## config.mk

```make
export PLATFORM = sky130hd
export DESIGN_NAME = spi_host_engine
export DESIGN_NICKNAME = d
export VERILOG_FILES = /design/src/rtl/spi_host_pkg.sv /design/src/rtl/spi_hold_timer.sv /design/src/rtl/spi_clk_polarity.sv /design/src/rtl/spi_host_engine.sv
export SDC_FILE = /design/constraint.sdc
export NUM_CORES = 1
export LEC_CHECK = 0
export ABC_AREA = 1
export ABC_CLOCK_PERIOD_IN_PS = 1800
export BUFFER_PORTS_ARGS = -buffer_cell sky130_fd_sc_hd__buf_2
export CORE_MARGIN = 2
export CORE_UTILIZATION = 35
export DETAILED_ROUTE_END_ITERATION = 7
export SLEW_MARGIN = 20
export SYNTH_ARGS = -nofsm -noshare
export SYNTH_HDL_FRONTEND = slang
export SYNTH_SLANG_ARGS = --single-unit
```

## constraint.sdc

```tcl
create_clock -name clk_i -period 1.8 [get_ports clk_i]
set_input_delay 0.36 -clock clk_i [delete_from_list [all_inputs] [get_ports clk_i]]
set_output_delay 0.36 -clock clk_i [all_outputs]
set_load 0.03 [all_outputs]
```

## src/rtl/spi_host_pkg.sv

```systemverilog
package spi_host_pkg;

    typedef enum logic [1:0] {
        ST_IDLE  = 2'd0,
        ST_SHIFT = 2'd1,
        ST_TRAIL = 2'd2
    } eng_state_e;

    typedef struct packed {
        logic cpol;
        logic cpha;
    } clk_mode_t;

endpackage

```

## src/rtl/spi_hold_timer.sv

```systemverilog
module spi_hold_timer #(
    parameter int CNT_W = 8
) (
    input  logic             clk_i,
    input  logic             rst_ni,
    input  logic             load_i,
    input  logic [CNT_W-1:0] load_val_i,
    input  logic             run_i,
    output logic             expired_o
);

    logic [CNT_W-1:0] cnt_d, cnt_q;

    always_comb begin
        cnt_d = cnt_q;
        if (load_i) begin
            cnt_d = load_val_i;
        end else if (run_i && (cnt_q != '0)) begin
            cnt_d = cnt_q - 1'b1;
        end
        expired_o = run_i && (cnt_q == '0);
    end

    always_ff @(posedge clk_i or negedge rst_ni) begin
        if (!rst_ni) begin
            cnt_q <= '0;
        end else begin
            cnt_q <= cnt_d;
        end
    end

endmodule

```

## src/rtl/spi_clk_polarity.sv

```systemverilog
module spi_clk_polarity (
    input  logic sclk_i,
    input  logic invert_i,
    output logic sclk_o
);

    always_comb begin
        sclk_o = invert_i ? ~sclk_i : sclk_i;
    end

endmodule

```

## src/rtl/spi_host_engine.sv

```systemverilog
module spi_host_engine
    import spi_host_pkg::*;
#(
    parameter int WORD_W = 8,
    parameter int DIV_W  = 8
) (
    input  logic              clk_i,
    input  logic              rst_ni,
    input  logic              req_i,
    output logic              ready_o,
    input  logic [WORD_W-1:0] tx_word_i,
    input  logic [DIV_W-1:0]  div_i,
    input  logic [1:0]        mode_i,
    output logic [WORD_W-1:0] rx_word_o,
    output logic              rx_valid_o,
    output logic              sclk_o,
    output logic              cs_no,
    output logic              mosi_o,
    input  logic              miso_i
);

    localparam int HALF_N = 2 * WORD_W;
    localparam int HALF_W = $clog2(HALF_N);
    localparam int NUM_PH = 2;
    localparam logic [HALF_W-1:0] HALF_LAST = HALF_W'(HALF_N - 1);

    typedef struct packed {
        eng_state_e        st;
        logic [HALF_W-1:0] half;
        logic [DIV_W-1:0]  div;
        clk_mode_t         mode;
        logic              cs_n;
        logic              sclk;
        logic [WORD_W-1:0] tx;
        logic [WORD_W-1:0] rx;
        logic [WORD_W-1:0] rx_out;
        logic              rx_vld;
    } eng_regs_t;

    eng_regs_t r_d, r_q;

    // Phase 0 times the idle-level half, phase 1 the active-level half
    logic [NUM_PH-1:0] ph_load, ph_run, ph_exp;
    logic [DIV_W-1:0]  ph_val;
    logic              accept;
    logic              lead_half;

    // Flat views for the bound checker
    logic              sclk_raw;
    logic              cpol_cfg;
    logic [DIV_W+1:0]  cfg_flat;

    always_comb begin
        accept    = (r_q.st == ST_IDLE) && req_i;
        lead_half = !r_q.half[0];
        ph_val    = accept ? div_i : r_q.div;

        ph_run[0]  = ((r_q.st == ST_SHIFT) && lead_half) || (r_q.st == ST_TRAIL);
        ph_run[1]  = (r_q.st == ST_SHIFT) && !lead_half;
        ph_load[0] = accept || ((r_q.st == ST_SHIFT) && !lead_half && ph_exp[1]);
        ph_load[1] = (r_q.st == ST_SHIFT) && lead_half && ph_exp[0];
    end

    for (genvar g = 0; g < NUM_PH; g++) begin : g_phase
        spi_hold_timer #(.CNT_W(DIV_W)) u_timer (
            .clk_i      (clk_i),
            .rst_ni     (rst_ni),
            .load_i     (ph_load[g]),
            .load_val_i (ph_val),
            .run_i      (ph_run[g]),
            .expired_o  (ph_exp[g])
        );
    end

    always_comb begin
        r_d        = r_q;
        r_d.rx_vld = 1'b0;
        unique case (r_q.st)
            ST_IDLE: begin
                r_d.cs_n = 1'b1;
                r_d.sclk = 1'b0;
                r_d.mode = clk_mode_t'(mode_i);
                r_d.div  = div_i;
                if (req_i) begin
                    r_d.st   = ST_SHIFT;
                    r_d.half = '0;
                    r_d.cs_n = 1'b0;
                    r_d.tx   = tx_word_i;
                    r_d.rx   = '0;
                end
            end
            ST_SHIFT: begin
                if (lead_half && ph_exp[0]) begin
                    // leading edge of a bit
                    r_d.sclk = 1'b1;
                    r_d.half = r_q.half + 1'b1;
                    if (!r_q.mode.cpha) begin
                        r_d.rx = {r_q.rx[WORD_W-2:0], miso_i};
                    end else if (r_q.half != '0) begin
                        r_d.tx = {r_q.tx[WORD_W-2:0], 1'b0};
                    end
                end else if (!lead_half && ph_exp[1]) begin
                    // trailing edge of a bit
                    r_d.sclk = 1'b0;
                    if (r_q.mode.cpha) begin
                        r_d.rx = {r_q.rx[WORD_W-2:0], miso_i};
                    end else if (r_q.half != HALF_LAST) begin
                        r_d.tx = {r_q.tx[WORD_W-2:0], 1'b0};
                    end
                    if (r_q.half == HALF_LAST) begin
                        r_d.st = ST_TRAIL;
                    end else begin
                        r_d.half = r_q.half + 1'b1;
                    end
                end
            end
            ST_TRAIL: begin
                if (ph_exp[0]) begin
                    r_d.st     = ST_IDLE;
                    r_d.cs_n   = 1'b1;
                    r_d.rx_out = r_q.rx;
                    r_d.rx_vld = 1'b1;
                end
            end
            default: begin
                r_d.st   = ST_IDLE;
                r_d.cs_n = 1'b1;
                r_d.sclk = 1'b0;
            end
        endcase
    end

    always_ff @(posedge clk_i or negedge rst_ni) begin
        if (!rst_ni) begin
            r_q      <= '0;
            r_q.cs_n <= 1'b1;
        end else begin
            r_q <= r_d;
        end
    end

    spi_clk_polarity u_pol (
        .sclk_i   (r_q.sclk),
        .invert_i (r_q.mode.cpol),
        .sclk_o   (sclk_o)
    );

    assign ready_o    = (r_q.st == ST_IDLE);
    assign cs_no      = r_q.cs_n;
    assign mosi_o     = r_q.tx[WORD_W-1];
    assign rx_word_o  = r_q.rx_out;
    assign rx_valid_o = r_q.rx_vld;
    assign sclk_raw   = r_q.sclk;
    assign cpol_cfg   = r_q.mode.cpol;
    assign cfg_flat   = {r_q.div, r_q.mode};

endmodule

```

## After elaboration in Yosys (flattened, before gate mapping)

Index checks and enable logic that the tools add are counted.

| word-level totals | value |
|---|---|
| flip-flop bits (word level) | 59 |
| latch bits | 0 |
| memory bits (writable) | 0 |
| memory bits (read-only) | 0 |
| word-level logic and storage cells | 97 |
| memories | 0 |

| cells by class | value |
|---|---|
| add/subtract/negate cells | 3 |
| multiply operators | 0 |
| divide/modulo/power cells | 0 |
| order comparisons | 0 |
| equal/unequal tests | 17 |
| shift-type cells | 0 |
| muxes and demuxes | 31 |
| bitwise logic cells | 3 |
| reductions and logical operators | 30 |

Operator list:

| operator | count |
|---|---|
| $mux W8 | 11 |
| $mux W17 | 2 |
| $pmux W16 S2 | 1 |
| $logic_not A8 Y1 | 2 |
| $mux W16 | 1 |
| $reduce_bool A8 Y1 | 2 |
| $sub A8 B1 Y8 const B | 2 |
| $mux W6 | 2 |
| $logic_and A1 B1 Y1 | 11 |
| $reduce_and A5 Y1 | 2 |
| $ne A3 B2 Y1 const B | 3 |
| $ne A3 B3 Y1 const B | 3 |
| $mux W4 | 2 |
| $pmux W4 S2 | 1 |
| $reduce_and A7 Y1 | 1 |
| $mux W2 | 3 |
| $ne A2 B1 Y1 const B | 3 |
| $pmux W2 S3 | 1 |
| $reduce_and A2 Y1 | 3 |
| $reduce_bool A2 Y1 | 3 |
| $mux W1 | 5 |
| $add A4 B1 Y4 const B | 1 |
| $eq A4 B4 Y1 const B | 1 |
| $ne A2 B2 Y1 const B | 2 |
| other kinds (13) | 16 |

## Longest topological paths before layout

| logic depth | value |
|---|---|
| depth in word-level cells | 7 |
| gate-level depth with buffers | 11 |

## Modules after synthesis

Synthesis repeated with hierarchy kept, for this count alone.

| second synthesis, totals | value |
|---|---|
| cell total of the unflattened synthesis | 440 |
| area, all modules | 3323.2 µm² |

By module, submodules not included:

| module | times used | cells each | area each (µm²) | seq. area each (µm²) |
|---|---|---|---|---|
| spi_host_engine | 1 | 269 | 2165.8 | 1077.3 |
| spi_hold_timer | 2 | 83 | 569.3 | 200.2 |
| spi_clk_polarity | 1 | 5 | 18.8 | 0.0 |

## Least setup slack after synthesis

Ideal clock, no wire load.

| timing path | value |
|---|---|
| path type | register to register |
| start point | reg g_phase[0].u_timer.cnt_q[0] |
| end point | reg r_q (netlist bit mosi_o) |
| setup time | 118 ps |
| arrival time | 1577 ps |
| slack | 105 ps |
| cell stages (with the launch flop) | 12 |
| cells stage by stage | dfrtp_1 > inv_1 > ha_1 > nand3_1 > nor2_4 > nand2_2 > nand3_4 > nand2_4 > inv_2 > nand2_4 > nand2_1 > nand2_1 |

| on the way | value |
|---|---|
| word-level cells in the longest chain between the ends | 5 |

RTL lines:

| element | RTL line | text |
|---|---|---|
| start, declared | spi_hold_timer.sv:12 | `logic [CNT_W-1:0] cnt_d, cnt_q;` |
| start signal, assigned | spi_hold_timer.sv:28 | `cnt_q <= cnt_d;` |
| $logic_not A8 Y1 (*) | spi_hold_timer.sv:21 | `expired_o = run_i && (cnt_q == '0);` |
| $logic_and A1 B1 Y1 (*) | spi_hold_timer.sv:21 |  |
| $logic_and A1 B1 Y1 (*) | spi_host_engine.sv:93 | `if (lead_half && ph_exp[0]) begin` |
| $ne A3 B2 Y1 (no line) (tied with other cells) | -- |  |
| $reduce_and A7 Y1 (no line) / $pmux W16 S2 (equally long branches) | -- |  |
| end signal, assigned | spi_host_engine.sv:138 | `r_q <= r_d;` |
| end, declared | spi_host_engine.sv:40 | `eng_regs_t r_d, r_q;` |

Mark *: on every way between the ends. The rest lies on a longest branch, timed or not.
A chain may end at the register's enable or synchronous reset.

## Worst setup path after layout

| timing path | value |
|---|---|
| start point | reg g_phase[0].u_timer.cnt_q[1] |
| end point | reg r_q[19] (netlist name) |

Same word-level chain as after synthesis.

==> out/metrics.cfg <==
[outcome]
status = finished clean

[clocking]
cts_buffer_depth = 2
cts.sinks = 59
clk_latency_ns = 0.34
cts_tree = done
root_buffer = clkbuf_8
clkTransAtPathRegs_ns = 0.08
cts_buffers = 9
cts-htree-levels = 3

[power]
swShare = 0.416
max-vdd-ir-drop_mv = 0.582
seqPwrFrac = 0.373
p_leak_uw = 0.00201
intPower_uw = 3320
power_density_nw_per_um2 = 1470
clkPwrFrac = 0.219
comb_power_share = 0.408
p_sw_uw = 2360

[floorplan]
die-area_sq_um = 10000
die_h_um = 100
rows = 35
start_util = 0.355
fp.dieW_um = 100
core_sq_um = 9110
io_pins = 35

[worst_setup_path]
rr_startpoint = g_phase[0].u_timer.cnt_q[1]$_DFFE_PN0P_
cp-end-kind = register
r2r_cells = 11
required_ns = 2.04
rr_endpoint = r_q[19]$_DFFE_PN0P_
r2r_slack_ns = 0.05
start_kind = register
cp_data_arrival_time_ns = 1.98
cp_max_fo = 8
critical_path_class = reg -> reg

[sta]
fin_tns_setup_ns = 0
setup_slack_ns = 0.0502
slew_headroom = 0.730
setup_viol = 0
drv_slew = 0
finalHoldViolations = 0
max_freq_ghz = 0.571
fin_crit_sh = 0.972
worst_slew_pin_slew_ns = 0.400
finClkSkew_ns = 0.0122
rsz0062_at_grt = true
finalCriticalPeriod_ns = 1.75

[route]
drtAntennaViolNets = 0
wirelength_mm = 6.91
firstDrtPassIters = 4
drc = 0
vias = 2689
wire_per_inst_um = 12.1
vias_per_cell = 4.70
dr.first_iter.drc_count = 157

[final_layout]
postLayoutCellArea_sq_um = 3870
num_antenna_cells = 0
instances_no_fill = 572
syn_to_final_growth_pct = 19.7
drive_gt1_frac = 0.243
nNetsFinal = 483

[synthesis]
synth_area_sq_um = 3230
ys_seq_area_frac = 0.457
synth_fp_nets = 434
synthTopCellsByArea = dfrtp_1, nand2_1, o21ai_0
yosysTopAreaCell = dfrtp_1
ys_warn_count = 0
synthCells = 407
ys_types = 30
syn_avg_cell_area_sq_um = 7.94
ys_seq_elements = 59
synth_top_cell_area_share = 0.449

[placed_design]
dp_cells = 551
dp_hpwl_mm = 4.91
io_buffers = 34
globalplace.congestion = 0.885
place_ws_ns = 0.0371
dpl_cell_area_sq_um = 3560

[grt]
grt_pass1_wl_mm = 11.9
antenna_found_initial = 0
overflow = 0
grt_usage = 0.149
grt_start_max_net_pins = 52
grt_pass1_vias = 2558

[flow_run]
maxCapViolations = 0

[min_path]
hold_path_class = in -> reg
min_to = cpol_cfg$_DFFE_PN0P_
min_from = mode_i[1]
worst_hold_path.num_cells = 3

## kinds of logic (layout without fill, tap and decap cells)
logic type | count (synthesis) | in the layout | share of synthesized area
fa+ha+maj | 5 | 5 | 0.0193
simple gates | 232 | 234 | 0.335
compound gates | 48 | 48 | 0.0867
flops | 59 | 59 | 0.457
xor+xnor | 10 | 10 | 0.0271
buf+inv | 53 | 105 | 0.0747
## power by group through the flow
stage / Clock (uW) / Combinational (uW) / Sequential [uW]
final: 1240 / 2320 / 2120
after global placement: 0 / 2130 / 2130
after floorplan: 0 / 1630 / 2090
after CTS: 1270 / 2190 / 2110
after global routing: 1330 / 2640 / 2180
after detailed placement: 0 / 2170 / 2130
## worst max-delay path: stages (launching register included)
cell and delay (ns):
dfrtp_1 0.39, inv_1 0.06, ha_2 0.19, nand3_2 0.10, nor2_4 0.24, nand3_2 0.12, nand2_2 0.09, nand2_4 0.08
nor2_8 0.15, nand2_4 0.10, nand2_1 0.07, nand2_1 0.05
## registers in the layout, summed over array words and instances (netlist names)
| register | count |
|---|---|
| cpol_cfg | 1 |
| rx_valid_o | 1 |
| r_q | 21 |
| cs_no | 1 |
| g_phase.u_timer.cnt_q | 16 |
| cfg_flat | 9 |
| mosi_o | 1 |
| sclk_raw | 1 |
| rx_word_o | 8 |
## placed cells by master (no fill, tap or decap), types with 2 or more instances in the layout
cell type   netlist  layout
a21oi_1           2       2
buf_2             3      34
buf_4             9      12
clkbuf_8          0       9
clkinvlp_4        0       3
dfrtp_1          58      58
ha_1              5       4
inv_1            33      32
inv_2             5       5
inv_4             2       3
inv_6             0       2
nand2_1         151     145
nand2_2           9      11
nand2_4           4       7
nand3_1          27      25
nand3_2           0       2
nand4_1           5       5
nor2_1           21      20
nor2_2            3       4
nor2_4            5       7
nor2_8            3       3
nor3_1            2       2
o211ai_1          7       7
o21ai_0          30      30
o21ai_1           3       3
o221ai_1          4       4
xnor2_1           4       4
xor2_1            6       6
## Yosys cell counts
library cell	instances
o21ai_1	3
xor2_1	6
a21oi_2	1
clkbuf_1	1
inv_1	33
o221ai_1	4
nand2_1	151
nand2_2	9
xnor2_1	4
nand2_4	4
nor3b_1	1
dfrtp_1	58
inv_4	2
nand4_1	5
nand3_4	1
a21oi_1	2
nor3_1	2
buf_4	9
nor2_8	3
o211ai_1	7
inv_2	5
dfstp_2	1
nor2_4	5
o21ai_0	30
nor2_1	21
nor2_2	3
ha_1	5
o21ai_2	1
buf_2	3
nand3_1	27
## area by class of cell
class	count	area, sq um
Inverter	40	158
Clock inverter	7	75.1
Clock buffer	9	124
Sequential cell	59	1480
Tap cell	111	139
Multi-Input combinational cell	297	1600
Fill cell	942	5240
Timing Repair Buffer	49	302
## how the worst max path moves through the flow
stage,to,startpoint,slack [ns]
final,r_q[19]$_DFFE_PN0P_,g_phase[0].u_timer.cnt_q[1]$_DFFE_PN0P_,0.05
after global routing,r_q[9]$_DFFE_PN0P_,g_phase[0].u_timer.cnt_q[1]$_DFFE_PN0P_,-0.06
after CTS,r_q[19]$_DFFE_PN0P_,g_phase[0].u_timer.cnt_q[0]$_DFFE_PN0P_,0.03
after detailed placement,r_q[18]$_DFFE_PN0P_,g_phase[0].u_timer.cnt_q[0]$_DFFE_PN0P_,0.04
after global placement,r_q[9]$_DFFE_PN0P_,g_phase[0].u_timer.cnt_q[1]$_DFFE_PN0P_,0.1
after floorplan,mosi_o$_DFFE_PN0P_,g_phase[0].u_timer.cnt_q[0]$_DFFE_PN0P_,0.10
## routing by layer
metal	wire length, um	GRT usage	up-vias
met5	0	0	-
met3	228	0.0258	8
met1	3460	0.209	1248
li1	-	-	1391
met2	3120	0.231	42
met4	97	0.0601	0
## stage by stage
| step | hold WS [ns] | utilization | total power [uW] |
|---|---|---|---|
| 2_1_floorplan | 0.0644 | - | 3710 |
| 3_3_place_gp | 0.233 | 0.391 | 4260 |
| 3_5_place_dp | 0.236 | 0.391 | 4300 |
| 4_1_cts | 0.213 | 0.414 | 5570 |
| 5_1_grt | 0.228 | 0.425 | 6140 |
| 6_report | 0.222 | 0.425 | 5680 |
## timing repair
action,in CTS,in global routing
hold endpoints to repair,8,0
resized for setup,0,18
setup buffers,0,2
setup endpoints to repair,0,31
hold buffers,1,0
(Power assumes the default switching activity.)
